===== config.mk =====
export PLATFORM = sky130hd
export DESIGN_NAME = steal_dma
export DESIGN_NICKNAME = d
export VERILOG_FILES = /design/src/rtl/steal_dma_pkg.sv /design/src/rtl/steal_dma_regs.sv /design/src/rtl/steal_dma_seq.sv /design/src/rtl/steal_dma_path.sv /design/src/rtl/steal_dma.sv
export SDC_FILE = /design/constraint.sdc
export NUM_CORES = 1
export LEC_CHECK = 0
export ABC_AREA = 1
export CAP_MARGIN = 10
export CELL_PAD_IN_SITES_DETAIL_PLACEMENT = 1
export CELL_PAD_IN_SITES_GLOBAL_PLACEMENT = 1
export CORE_ASPECT_RATIO = 1.4
export CORE_MARGIN = 4
export CORE_UTILIZATION = 29
export CTS_BUF_LIST = sky130_fd_sc_hd__clkbuf_8
export CTS_CLUSTER_DIAMETER = 60
export DETAILED_ROUTE_END_ITERATION = 8
export GPL_TIMING_DRIVEN = 0
export MAX_ROUTING_LAYER = met4
export PLACE_DENSITY_LB_ADDON = 0.1
export SLEW_MARGIN = 20
export SYNTH_ARGS = -nofsm -noshare
export SYNTH_HDL_FRONTEND = slang
export SYNTH_SLANG_ARGS = --single-unit

===== constraint.sdc =====
create_clock -name clk -period 1.74 [get_ports clk]
set_input_delay 0.174 -clock clk [delete_from_list [all_inputs] [get_ports clk]]
set_output_delay 0.174 -clock clk [all_outputs]
set_load 0.01 [all_outputs]

===== src/rtl/steal_dma_pkg.sv =====
`timescale 1ns/1ps
package steal_dma_pkg;
  typedef enum logic [1:0] {
    ST_IDLE,
    ST_WAIT,
    ST_XFER,
    ST_REL
  } seq_state_e;

  localparam logic [2:0] OFS_CTRL = 3'd0;
  localparam logic [2:0] OFS_DEV  = 3'd1;
  localparam logic [2:0] OFS_MEM  = 3'd2;
  localparam logic [2:0] OFS_CNT  = 3'd3;
  localparam logic [2:0] OFS_STAT = 3'd4;

  localparam int unsigned BIT_DIR = 0;
  localparam int unsigned BIT_GO  = 1;
  localparam int unsigned BIT_CLR = 2;
endpackage


===== src/rtl/steal_dma_regs.sv =====
`timescale 1ns/1ps
module steal_dma_regs
  import steal_dma_pkg::*;
#(
  parameter int unsigned AW = 16,
  parameter int unsigned CW = 16,
  parameter int unsigned RW = 32
) (
  input  logic          clk,
  input  logic          rst_n,
  input  logic          wr,
  input  logic [2:0]    addr,
  input  logic [RW-1:0] wdata,
  output logic [RW-1:0] rdata,
  input  logic          busy,
  input  logic          step,
  input  logic          finish,
  output logic          dir,
  output logic [AW-1:0] dev_ptr,
  output logic [AW-1:0] mem_ptr,
  output logic [CW-1:0] count,
  output logic          done,
  output logic          go
);
  localparam int unsigned FW = (AW > CW) ? AW : CW;

  logic          dir_q, dir_d, done_q, done_d;
  logic [AW-1:0] dev_q, dev_d, mem_q, mem_d;
  logic [CW-1:0] cnt_q, cnt_d;
  logic          cfg_en, sel_ctrl, sel_dev, sel_mem, sel_cnt, clr;
  logic          unused_hi;

  assign unused_hi = ^wdata[RW-1:FW];
  assign cfg_en    = wr && !busy;
  assign sel_ctrl  = cfg_en && (addr == OFS_CTRL);
  assign sel_dev   = cfg_en && (addr == OFS_DEV);
  assign sel_mem   = cfg_en && (addr == OFS_MEM);
  assign sel_cnt   = cfg_en && (addr == OFS_CNT);
  assign go        = sel_ctrl && wdata[BIT_GO];
  assign clr       = wr && (addr == OFS_CTRL) && wdata[BIT_CLR];

  always_comb begin
    dir_d  = dir_q;
    dev_d  = dev_q;
    mem_d  = mem_q;
    cnt_d  = cnt_q;
    done_d = done_q;
    if (sel_ctrl) dir_d = wdata[BIT_DIR];
    if (sel_dev)  dev_d = wdata[AW-1:0];
    if (step)          mem_d = mem_q + 1'b1;
    else if (sel_mem)  mem_d = wdata[AW-1:0];
    if (step)          cnt_d = cnt_q - 1'b1;
    else if (sel_cnt)  cnt_d = wdata[CW-1:0];
    if (finish)            done_d = 1'b1;
    else if (go || clr)    done_d = 1'b0;
  end

  always_ff @(posedge clk or negedge rst_n) begin
    if (!rst_n) begin
      dir_q  <= 1'b0;
      dev_q  <= '0;
      mem_q  <= '0;
      cnt_q  <= '0;
      done_q <= 1'b0;
    end else begin
      dir_q  <= dir_d;
      dev_q  <= dev_d;
      mem_q  <= mem_d;
      cnt_q  <= cnt_d;
      done_q <= done_d;
    end
  end

  always_comb begin
    rdata = '0;
    case (addr)
      OFS_CTRL: rdata[BIT_DIR] = dir_q;
      OFS_DEV:  rdata[AW-1:0]  = dev_q;
      OFS_MEM:  rdata[AW-1:0]  = mem_q;
      OFS_CNT:  rdata[CW-1:0]  = cnt_q;
      OFS_STAT: rdata[1:0]     = {done_q, busy};
      default:  rdata          = '0;
    endcase
  end

  assign dir     = dir_q;
  assign dev_ptr = dev_q;
  assign mem_ptr = mem_q;
  assign count   = cnt_q;
  assign done    = done_q;
endmodule


===== src/rtl/steal_dma_seq.sv =====
`timescale 1ns/1ps
module steal_dma_seq
  import steal_dma_pkg::*;
#(
  parameter int unsigned CW = 16
) (
  input  logic          clk,
  input  logic          rst_n,
  input  logic          go,
  input  logic [CW-1:0] count,
  input  logic          dev_ready,
  input  logic          bus_gnt,
  output logic          bus_req,
  output logic          xfer,
  output logic          finish,
  output logic          busy
);
  seq_state_e state_q, state_d;
  logic       last;

  assign last = (count == '0);

  always_comb begin
    state_d = state_q;
    case (state_q)
      ST_IDLE: if (go) state_d = last ? ST_REL : ST_WAIT;
      ST_WAIT: if (dev_ready && bus_gnt) state_d = ST_XFER;
      ST_XFER: state_d = ST_REL;
      ST_REL:  state_d = last ? ST_IDLE : ST_WAIT;
      default: state_d = ST_IDLE;
    endcase
  end

  always_ff @(posedge clk or negedge rst_n) begin
    if (!rst_n) state_q <= ST_IDLE;
    else        state_q <= state_d;
  end

  assign bus_req = ((state_q == ST_WAIT) && dev_ready) || (state_q == ST_XFER);
  assign xfer    = (state_q == ST_XFER);
  assign finish  = (state_q == ST_REL) && last;
  assign busy    = (state_q != ST_IDLE);
endmodule


===== src/rtl/steal_dma_path.sv =====
`timescale 1ns/1ps
module steal_dma_path #(
  parameter int unsigned DW = 16
) (
  input  logic          xfer,
  input  logic          dir,
  input  logic [DW-1:0] mem_rdata,
  input  logic [DW-1:0] dev_rdata,
  output logic          mem_we,
  output logic          mem_re,
  output logic          dev_we,
  output logic          dev_re,
  output logic [DW-1:0] mem_wdata,
  output logic [DW-1:0] dev_wdata
);
  assign mem_we    = xfer && dir;
  assign dev_re    = xfer && dir;
  assign mem_re    = xfer && !dir;
  assign dev_we    = xfer && !dir;
  assign mem_wdata = dev_rdata;
  assign dev_wdata = mem_rdata;
endmodule


===== src/rtl/steal_dma.sv =====
`timescale 1ns/1ps
module steal_dma #(
  parameter int unsigned AW = 16,
  parameter int unsigned DW = 16,
  parameter int unsigned CW = 16,
  parameter int unsigned RW = 32
) (
  input  logic          clk,
  input  logic          rst_n,
  input  logic          reg_wr,
  input  logic [2:0]    reg_addr,
  input  logic [RW-1:0] reg_wdata,
  output logic [RW-1:0] reg_rdata,
  output logic          irq,
  output logic          bus_req,
  input  logic          bus_gnt,
  output logic [AW-1:0] mem_addr,
  output logic          mem_we,
  output logic          mem_re,
  output logic [DW-1:0] mem_wdata,
  input  logic [DW-1:0] mem_rdata,
  output logic [AW-1:0] dev_addr,
  input  logic          dev_ready,
  output logic          dev_we,
  output logic          dev_re,
  output logic [DW-1:0] dev_wdata,
  input  logic [DW-1:0] dev_rdata
);
  logic          busy, xfer, finish, go, dir, done;
  logic [CW-1:0] count;

  steal_dma_regs #(.AW(AW), .CW(CW), .RW(RW)) u_regs (
    .clk(clk), .rst_n(rst_n), .wr(reg_wr), .addr(reg_addr),
    .wdata(reg_wdata), .rdata(reg_rdata), .busy(busy), .step(xfer),
    .finish(finish), .dir(dir), .dev_ptr(dev_addr), .mem_ptr(mem_addr),
    .count(count), .done(done), .go(go)
  );

  steal_dma_seq #(.CW(CW)) u_seq (
    .clk(clk), .rst_n(rst_n), .go(go), .count(count),
    .dev_ready(dev_ready), .bus_gnt(bus_gnt), .bus_req(bus_req),
    .xfer(xfer), .finish(finish), .busy(busy)
  );

  steal_dma_path #(.DW(DW)) u_path (
    .xfer(xfer), .dir(dir), .mem_rdata(mem_rdata), .dev_rdata(dev_rdata),
    .mem_we(mem_we), .mem_re(mem_re), .dev_we(dev_we), .dev_re(dev_re),
    .mem_wdata(mem_wdata), .dev_wdata(dev_wdata)
  );

  assign irq = done;
endmodule


==> results of run 1 <==
worst register-to-register path, stage by stage (launching register included):
cell and delay (ns):
dfrtp_1 0.40, inv_2 0.10, buf_12 0.11, ha_4 0.15, nand2_2 0.12, nor2_4 0.16
inv_2 0.09, nand2_4 0.14, clkbuf_16 0.17, nor2_1 0.04, a21oi_1 0.11
placed cells by master, fill, tap and decap left out, drive strengths merged, types with 2 or more instances in the layout:
cell type and n:
mux2 6, nor2 57, a31oi 2, a21oi 10, a22oi 2, clkdlybuf4s50 84
xor2 2, clkinv 2, inv 68, conb 16, clkbuf 19, o221ai 16
o211ai 5, nand4 7, o21ai 33, nor3 2, o22ai 5, dfrtp 52
buf 85, nand3 41, ha 7, dlygate4sd2 12, nand2 152
state kept, by name (all words and copies together), names as in the netlist:
register	flops
u_regs.count	16
u_regs.dev_ptr	16
u_regs.dir	1
u_regs.done	1
u_regs.mem_ptr	16
u_seq.state_q	2
area by class of cell:
class | count | area (um^2)
fill | 1632 | 7210
inverter | 68 | 263
tap | 153 | 191
clock buffer | 6 | 82.6
sequential | 52 | 1300
buffer | 62 | 520
clock inverter | 2 | 10.0
timing repair buffer | 133 | 1250
multi-input combinational | 370 | 1990
kinds of logic after synthesis:
logic type,count (synthesis)
other,1
flip-flops,52
XOR/XNOR,3
AO/OA/AOI/OAI,77
buffers and inverters,131
AND/OR/NAND/NOR,261
multiplexers,6
adder cells (fa/ha/maj),7
power by group through the flow:
stage / clock [mW] / sequential, mW / combinational (mW)
global placement: 0 / 2.45 / 3.85
finish: 0.781 / 2.46 / 4.42
global route: 0.834 / 2.55 / 4.87
floorplan: 0 / 2.44 / 1.95
CTS: 0.798 / 2.45 / 4.28
detailed placement: 0 / 2.47 / 3.94
metal layers:
layer | track usage [%] | wire length, um | vias up
li1 | - | - | 1989
met4 | 6.02 | 337 | 0
met3 | 3.57 | 941 | 13
met1 | 25.0 | 6200 | 2022
met2 | 39.3 | 8290 | 155
met5 | - | 0 | -
synth_stat cells, types with 2 or more instances:
master,n,share of area [%]
a21oi_1,8,1.1
a21oi_2,2,0.46
a22oi_1,2,0.40
a31oi_1,2,0.33
buf_2,4,0.53
buf_4,50,10
buf_6,2,0.60
clkbuf_1,6,0.60
dfrtp_1,52,35
ha_1,7,2.3
inv_1,58,5.8
inv_2,10,1.0
mux2_1,6,1.8
nand2_1,148,15
nand2_2,3,0.50
nand3_1,40,5.3
nand4_1,7,1.2
nor2_1,54,5.4
nor2_2,2,0.33
o211ai_1,5,1.0
o21ai_0,16,2.1
o21ai_1,17,2.3
o221ai_1,16,3.7
o22ai_1,5,0.83
xor2_1,2,0.46
worst max-delay path by stage:
| stage | startpoint | end | slack [ns] |
|---|---|---|---|
| after CTS | u_seq.state_q[0] | mem_re | -0.04 |
| after global routing | u_seq.state_q[0] | mem_re | -0.07 |
| after global placement | rst_n | u_regs.dir | -1.48 |
| after floorplan | u_seq.state_q[0] | mem_re | 0.1 |
| final | u_seq.state_q[0] | mem_re | -0.001 |
| after detailed placement | u_seq.state_q[0] | mem_we | -0.81 |
timing repair:
action / 4_1_cts / 5_1_grt
resized for setup: 94 / 35
hold buffers: 1 / 0
setup endpoints to repair: 70 / 47
pin swaps: 3 / 6
endpoints found under the hold margin: 18 / 0
gates cloned: 0 / 1
buffers inserted: 15 / 6
per-stage QoR:
step,TNS [ns],hold slack [ns]
finish,-0.00103,0.268
floorplan,0,-0.122
global placement,-95.08,0.473
global route,-0.229,0.288
detailed placement,-20.76,0.0825
CTS,-0.0624,0.283
==> results by group, run 1 <==
Status
  – Status: complete, but fails checks
  – Failing checks: setup timing

Route
  – Initial drt markers: 195
  – DR WL/cell: 18.6 um
  – # DRC: 0
  – Drt via density: 4.94
  – Pre-antenna DRT Iters: 4
  – Via count: 4179
  – Post-DRT Antenna Nets: 0
  – Final WL: 15800 um

Pwr
  – Comb power frac: 57.7%
  – Pwr per Cell Area: 1370 mW/mm^2
  – Cell Int Power: 4.16 mW
  – Switching Power: 3.51 mW
  – VDD IR-drop max: 0.000519 V
  – Clock power frac: 10.2%
  – Final Total Pwr: 7.67 mW
  – Power share of the sequential group: 32.1%
  – Sw Share: 45.8%
  – Leakage power: 2.68 nW

Floorplan
  – FP Rows: 49
  – Ports: 174
  – Die X: 104 um
  – Core box area: 0.0128 mm^2
  – Area of the die: 0.0149 mm^2
  – Initial Util: 29.4%
  – Die height: 143 um

Global route
  – Vias in the first global route: 4420
  – First-pass GRT wire length: 24600 um
  – Initial antenna violation count: 0
  – GRT overflow: 0
  – Pin count of the biggest net entering global routing: 35
  – GRT Util Overall: 21.8%

Run
  – Number of max-cap violations: 0

Synthesis
  – Primary FF master, synth: dfrtp_1
  – Synth Instances: 538
  – Syn Std Cell Area: 0.00377 mm^2
  – EDFF count, synth: 0
  – Post-synthesis mux area share: 1.79%
  – Mean Syn Cell Area: 7.01 um^2
  – Synth cell types: 39
  – Seq/Total Area, Yosys: 34.5%
  – Simple-Gate Fraction of Synth Area: 29.0%
  – Xor/xnor share of the synthesized area: 0.697%
  – Main combinational cell family by area after synthesis: simple AND/OR/NAND/NOR gates
  – Asr flop ratio synth: 100%
  – Adder-cell share of the synthesized area: 2.32%
  – Synth warn: 0
  – Yosys reg bits: 52
  – Synth Area in Compound Gates: 13.0%

STA
  – Minimum clock period: 1.74 ns
  – Max-slew violations: 0
  – Fin crit share: 100%
  – Worst setup margin: -0.00103 ns
  – RSZ-0062 raised after global routing: yes
  – Final Setup Violations: 1
  – Hold Vio Cnt, Final: 0
  – FMAX: 0.574 GHz
  – Worst clock skew: 0.00574 ns

Placed design
  – Placed cell area: 0.00513 mm^2
  – Detailed Place HPWL: 12400 um
  – Port Buffers: 109
  – RD Place Congestion: 0.882
  – Pre-CTS setup slack: -0.811 ns
  – Placed cell count: 816

Worst setup path
  – Largest stage delay on the critical path: 0.40 ns
  – CP arrival: 1.57 ns
  – Reg2reg start: u_seq.state_q[0]
  – Crit Path Max Fanout: 5
  – Cells on worst reg2reg path: 10
  – WP buf/inv: 5
  – Reg-to-reg endpoint: u_regs.count[9]
  – Crit. path cell count: 7
  – CP most frequent cell: buf_6
  – CP cell instances: inv_2, ha_4, inv_8, clkbuf_16, nor2_4, buf_6, buf_6
  – Crit start category: flip-flop
  – Crit end category: primary output
  – Top Family by Delay on Critical Path: buffers and inverters
  – CP required: 1.57 ns
  – Setup CP Type: reg -> out
  – CP max-delay cell: dfrtp_1
  – R2r setup slk: 0.07 ns

Clock network
  – CTS tree: done
  – CTS sink cnt: 52
  – Clock slew at reported path FFs: 0.10 ns
  – Worst-case clock buffer depth: 2
  – CTS root buf: clkbuf_8
  – Num CTS Buffers: 5
  – H-tree lvl count: 2
  – Worst-Skew Late Latency: 0.33 ns

Finish
  – Layout cells sized above 1: 21.6%
  – Post-layout net count: 771
  – Finished Layout Cells: 846
  – Final core utilization: 43.7%
  – P&R area growth vs syn: 48.6%
  – Finished Cell Area: 0.00561 mm^2
  – Number of antenna diodes: 0

Hold path
  – Tightest Hold Check Type: in -> async
Note: power is estimated with default switching activity, not from simulation.
==> inputs of run 2 (changes only) <==
- SLEW_MARGIN: 20 -> default
- clock period: 1.74 -> 1.8 ns (I/O delays scaled with it)
==> run 2 against run 1 <==
The flow now finishes without violations; final area shrank 2.1%; clock skew shrank 0.00094 ns; first-iteration DRC count shrank 22%; largest cell class unchanged; largest power group unchanged; highest routed layer unchanged.
==> results by group, run 2 (synthesized netlist as in run 1, its figures left out) <==
Pwr
  – Cell Int Power: 3.89 mW
  – Switching Power: 3.31 mW
  – Pwr per Cell Area: 1310 mW/mm^2
  – Power share of the sequential group: 33.1%
  – Sw Share: 45.9%
  – Leakage power: 2.60 nW
  – Clock power frac: 10.5%
  – Final Total Pwr: 7.20 mW
  – VDD IR-drop max: 0.000525 V
  – Comb power frac: 56.4%

Placed design
  – Placed cell area: 0.00512 mm^2
  – Placed cell count: 816
  – Port Buffers: 109
  – Pre-CTS setup slack: -0.764 ns
  – RD Place Congestion: 0.882
  – Detailed Place HPWL: 12400 um

Clock network
  – CTS tree: done
  – Num CTS Buffers: 5
  – CTS root buf: clkbuf_8
  – Clock slew at reported path FFs: 0.11 ns
  – H-tree lvl count: 2
  – Worst-case clock buffer depth: 2
  – CTS sink cnt: 52
  – Worst-Skew Late Latency: 0.32 ns

Route
  – Via count: 4136
  – # DRC: 0
  – Drt via density: 4.92
  – Post-DRT Antenna Nets: 0
  – DR WL/cell: 18.5 um
  – Final WL: 15500 um
  – Initial drt markers: 152
  – Pre-antenna DRT Iters: 4

Status
  – Status: completed

Floorplan
  – Ports: 174
  – Initial Util: 29.4%
  – FP Rows: 49
  – Area of the die: 0.0149 mm^2
  – Die height: 143 um
  – Core box area: 0.0128 mm^2
  – Die X: 104 um

Global route
  – Pin count of the biggest net entering global routing: 35
  – GRT overflow: 0
  – Initial antenna violation count: 0
  – GRT Util Overall: 21.5%
  – Vias in the first global route: 4316
  – First-pass GRT wire length: 24300 um

Worst setup path
  – CP required: 1.62 ns
  – Reg-to-reg endpoint: u_regs.mem_ptr[14]
  – R2r setup slk: 0.09 ns
  – Crit Path Max Fanout: 10
  – Reg2reg start: u_seq.state_q[0]
  – Critical path launch point: reg_addr[0]
  – Crit end category: primary output
  – Setup CP Type: in -> out
  – CP arrival: 1.54 ns
  – Crit start category: primary input
  – Setup crit end: reg_rdata[1]
  – Cells on worst reg2reg path: 10

Finish
  – Storage cell area: 0.00130 mm^2
  – Commonest cells after routing, fill and taps aside: nand2_1 (146), clkdlybuf4s50_1 (84), buf_4 (70)
  – P&R area growth vs syn: 45.6%
  – Finished Layout Cells: 841
  – Fill count: 1648
  – Footprint of the multi-input gates: 0.00194 mm^2
  – Layout cells sized above 1: 20.5%
  – Post-layout net count: 766
  – Finished Cell Area: 0.00549 mm^2
  – Number of antenna diodes: 0
  – Most common cell after layout, fill and taps aside: nand2_1

STA
  – Max-slew violations: 0
  – Fin crit share: 95.4%
  – Final Setup Violations: 0
  – Setup TNS Final: 0 ns
  – Worst setup margin: 0.0835 ns
  – FMAX: 0.583 GHz
  – Hold Vio Cnt, Final: 0
  – Worst clock skew: 0.00480 ns
  – Minimum clock period: 1.72 ns

Run
  – Number of max-cap violations: 0

Hold path
  – Tightest Hold Check Type: in -> async
==> run 2: critical path, stage by stage <==
cell and delay, ns:
dlygate4sd2_1 0.38, nand3_4 0.19, clkbuf_8 0.23, o2111ai_1 0.24, dlygate4sd2_1 0.31
==> run 2: what timing repair did <==
action | 4_1_cts | 5_1_grt
setup endpoints to repair | 64 | 36
hold buffers | 1 | 0
resized for setup | 80 | 28
setup buffers | 15 | 4
endpoints found under the hold margin | 18 | 0
pin swaps | 1 | 4
==> run 2: how the worst min path moves through the flow <==
| stage | startpoint | endpoint | slack, ns | cells past startpoint |
|---|---|---|---|---|
| final | rst_n | u_regs.count[15] | 0.35 | 2 |
| after global routing | rst_n | u_regs.count[15] | 0.40 | 2 |
| after CTS | rst_n | u_regs.count[15] | 0.37 | 2 |
| after detailed placement | rst_n | u_regs.count[15] | 0.18 | 1 |
| after global placement | u_regs.count[1] | u_regs.count[1] | 0.47 | 2 |
| after floorplan | rst_n | u_regs.count[0] | -0.12 | 0 |
==> run 2: cell type report <==
cell class	instances	area share, %
Buffer	60	8.71
Inverter	68	4.74
Clock inverter	2	0.182
Tap cell	153	3.49
Timing Repair Buffer	130	22.2
Sequential cell	52	23.8
Clock buffer	6	1.50
Multi-Input combinational cell	370	35.4
==> run 2: power groups by stage <==
stage / Combinational [mW] / Clock [mW] / Sequential [mW]
floorplan: 1.89 / 0 / 2.36
global placement: 3.73 / 0 / 2.36
detailed placement: 3.80 / 0 / 2.39
CTS: 4.06 / 0.785 / 2.37
global route: 4.48 / 0.809 / 2.48
finish: 4.07 / 0.754 / 2.38
==> run 2: metal layers <==
| layer | vias to the layer above | share of wire (%) | GRT usage [%] |
|---|---|---|---|
| met5 | - | 0 | - |
| li1 | 1978 | - | - |
| met2 | 140 | 52 | 38.5 |
| met3 | 12 | 5.0 | 3.26 |
| met1 | 2006 | 41 | 25.0 |
| met4 | 0 | 1.9 | 5.81 |
==> run 2: through the flow <==
stage                     utilization [%]  hold slack, ns
final                                42.8           0.347
after global routing                 42.8           0.405
after CTS                            42.5           0.372
after detailed placement             40.0           0.185
after global placement               39.9           0.473
after floorplan                         -          -0.116
==> inputs of run 3 (changes only) <==
- CORE_ASPECT_RATIO: 1.4 -> default
==> run 3 against run 2 <==
Via count grew 2.2%; first-iteration DRC count up 100%; sequential share of layout area shrank 0.18 points; largest power group unchanged; wire length hardly changed; maximum frequency fell by 4.0%; count of clock-buffer cells in the layout fell by 1; die area fell by 0.17%; critical path depth increased by 2; clock skew rose by 0.0080 ns; clock power up 13%; flip-flop and latch count did not move.
==> results by group, run 3 (synthesized netlist as in run 1, its figures left out) <==
Status
  – Status: completed

Finish
  – Fill count: 1627
  – Finished Layout Cells: 860
  – P&R area growth vs syn: 46.8%
  – Number of antenna diodes: 0
  – Layout cells sized above 1: 20.6%
  – Storage cell area: 0.00131 mm^2
  – Post-layout net count: 766
  – Footprint of the multi-input gates: 0.00194 mm^2
  – Most common cell after layout, fill and taps aside: nand2_1
  – Commonest cells after routing, fill and taps aside: nand2_1 (145), clkdlybuf4s50_1 (84), buf_4 (68)
  – Finished Cell Area: 0.00554 mm^2

Run
  – Number of max-cap violations: 0

Route
  – # DRC: 0
  – Initial drt markers: 309
  – Final WL: 15500 um
  – Via count: 4228
  – DR WL/cell: 18.1 um
  – Pre-antenna DRT Iters: 5
  – Drt via density: 4.92
  – Post-DRT Antenna Nets: 0

Clock network
  – Worst-Skew Late Latency: 0.33 ns
  – CTS sink cnt: 52
  – CTS root buf: clkbuf_8
  – Clock slew at reported path FFs: 0.11 ns
  – CTS tree: done
  – Worst-case clock buffer depth: 2
  – Num CTS Buffers: 5
  – H-tree lvl count: 2

STA
  – Worst clock skew: 0.0128 ns
  – Fin crit share: 99.3%
  – FMAX: 0.559 GHz
  – Hold Vio Cnt, Final: 0
  – Minimum clock period: 1.79 ns
  – Final Setup Violations: 0
  – RSZ-0062 raised after global routing: yes
  – Setup TNS Final: 0 ns
  – Max-slew violations: 0
  – Hold_ws: 0.341 ns

Pwr
  – Sw Share: 45.5%
  – Power share of the sequential group: 32.5%
  – Pwr per Cell Area: 1320 mW/mm^2
  – Final Total Pwr: 7.33 mW
  – Switching Power: 3.34 mW
  – Leakage power: 2.62 nW
  – Comb power frac: 55.9%
  – Clock power frac: 11.6%
  – VDD IR-drop max: 0.000510 V
  – Cell Int Power: 4.00 mW

Floorplan
  – Area of the die: 0.0149 mm^2
  – Die X: 122 um
  – Core box area: 0.0127 mm^2
  – Ports: 174
  – Initial Util: 29.8%
  – FP Rows: 41
  – Die height: 122 um

Placed design
  – RD Place Congestion: 0.847
  – Placed cell area: 0.00515 mm^2
  – Detailed Place HPWL: 12200 um
  – Port Buffers: 109
  – Placed cell count: 835

Worst setup path
  – CP max-delay cell: dfrtp_2
  – CP required: 1.62 ns
  – CP cell instances: ha_4, buf_8, inv_8, clkbuf_16, nor2_4, buf_4, buf_6
  – WP buf/inv: 5
  – Setup CP Type: reg -> out
  – Largest stage delay on the critical path: 0.45 ns
  – Top Family by Delay on Critical Path: buffers and inverters
  – Crit end category: primary output
  – Crit. path cell count: 7
  – CP arrival: 1.61 ns
  – Cells on worst reg2reg path: 10
  – Crit start category: flip-flop
  – Crit Path Max Fanout: 6

Global route
  – Vias in the first global route: 4435
  – GRT Util Overall: 21.7%
  – Initial antenna violation count: 0
  – GRT overflow: 0
  – Pin count of the biggest net entering global routing: 36
  – First-pass GRT wire length: 24500 um

Hold path
  – Tightest Hold Check Type: in -> async
[run 3: cell types whose count changed in the layout (fill, tap and decap cells not counted), sizes merged]
| cell | before | now |
|---|---|---|
| bufinv | 0 | 1 |
| inv | 68 | 69 |
| clkbuf | 14 | 16 |
| clkinv | 2 | 1 |
| clkdlybuf4s15 | 5 | 2 |
[run 3: metrics by stage]
stage	worst slack [ns]	util, %
5_1_grt	-0.0638	43.7
3_3_place_gp	-1.37	40.5
3_5_place_dp	-0.737	40.6
6_report	0.0125	43.7
2_1_floorplan	0.154	-
4_1_cts	-0.0663	43.0
[run 3: worst paths after layout]
kind | startpoint | to | slack, ns
max | u_seq.state_q[1] | mem_re | 0.01
min in group clk | reg_wdata[4] | u_regs.dev_ptr[4] | 0.43
max in group asynchronous | rst_n | u_regs.mem_ptr[1] | 0.87
min | rst_n | u_regs.mem_ptr[11] | 0.34
min reg2reg | u_regs.count[1] | u_regs.count[1] | 0.51
max reg2reg | u_seq.state_q[1] | u_regs.count[15] | 0.11
[run 3: final cells by class]
cell class,count,area share (%)
plain buffers,62,9.27
clock buffers,5,1.24
clock inverters,3,0.701
inverters,68,4.84
multi-input cells,370,35.1
flip-flops and latches,52,23.6
well taps,172,3.89
repair buffers,128,21.4
[run 3: power by group through the flow]
stage / clock (mW) / sequential (mW) / combinational (mW)
floorplan: 0 / 2.36 / 1.89
global placement: 0 / 2.36 / 3.69
detailed placement: 0 / 2.39 / 3.78
CTS: 0.882 / 2.36 / 4.02
global route: 0.907 / 2.48 / 4.52
finish: 0.854 / 2.38 / 4.10
[run 3: routing by layer]
metal / GRT usage, % / routed length (um)
met5: - / 0
met3: 3.06 / 817
met4: 4.90 / 206
met1: 28.6 / 6980
met2: 35.5 / 7530
[run 3: repair_timing]
| action | CTS | global route |
|---|---|---|
| setup buffers | 10 | 7 |
| endpoints found under the hold margin | 17 | 0 |
| hold buffers | 1 | 0 |
| pin swaps | 2 | 4 |
| gates resized for setup | 77 | 33 |
| setup endpoints to repair | 64 | 37 |
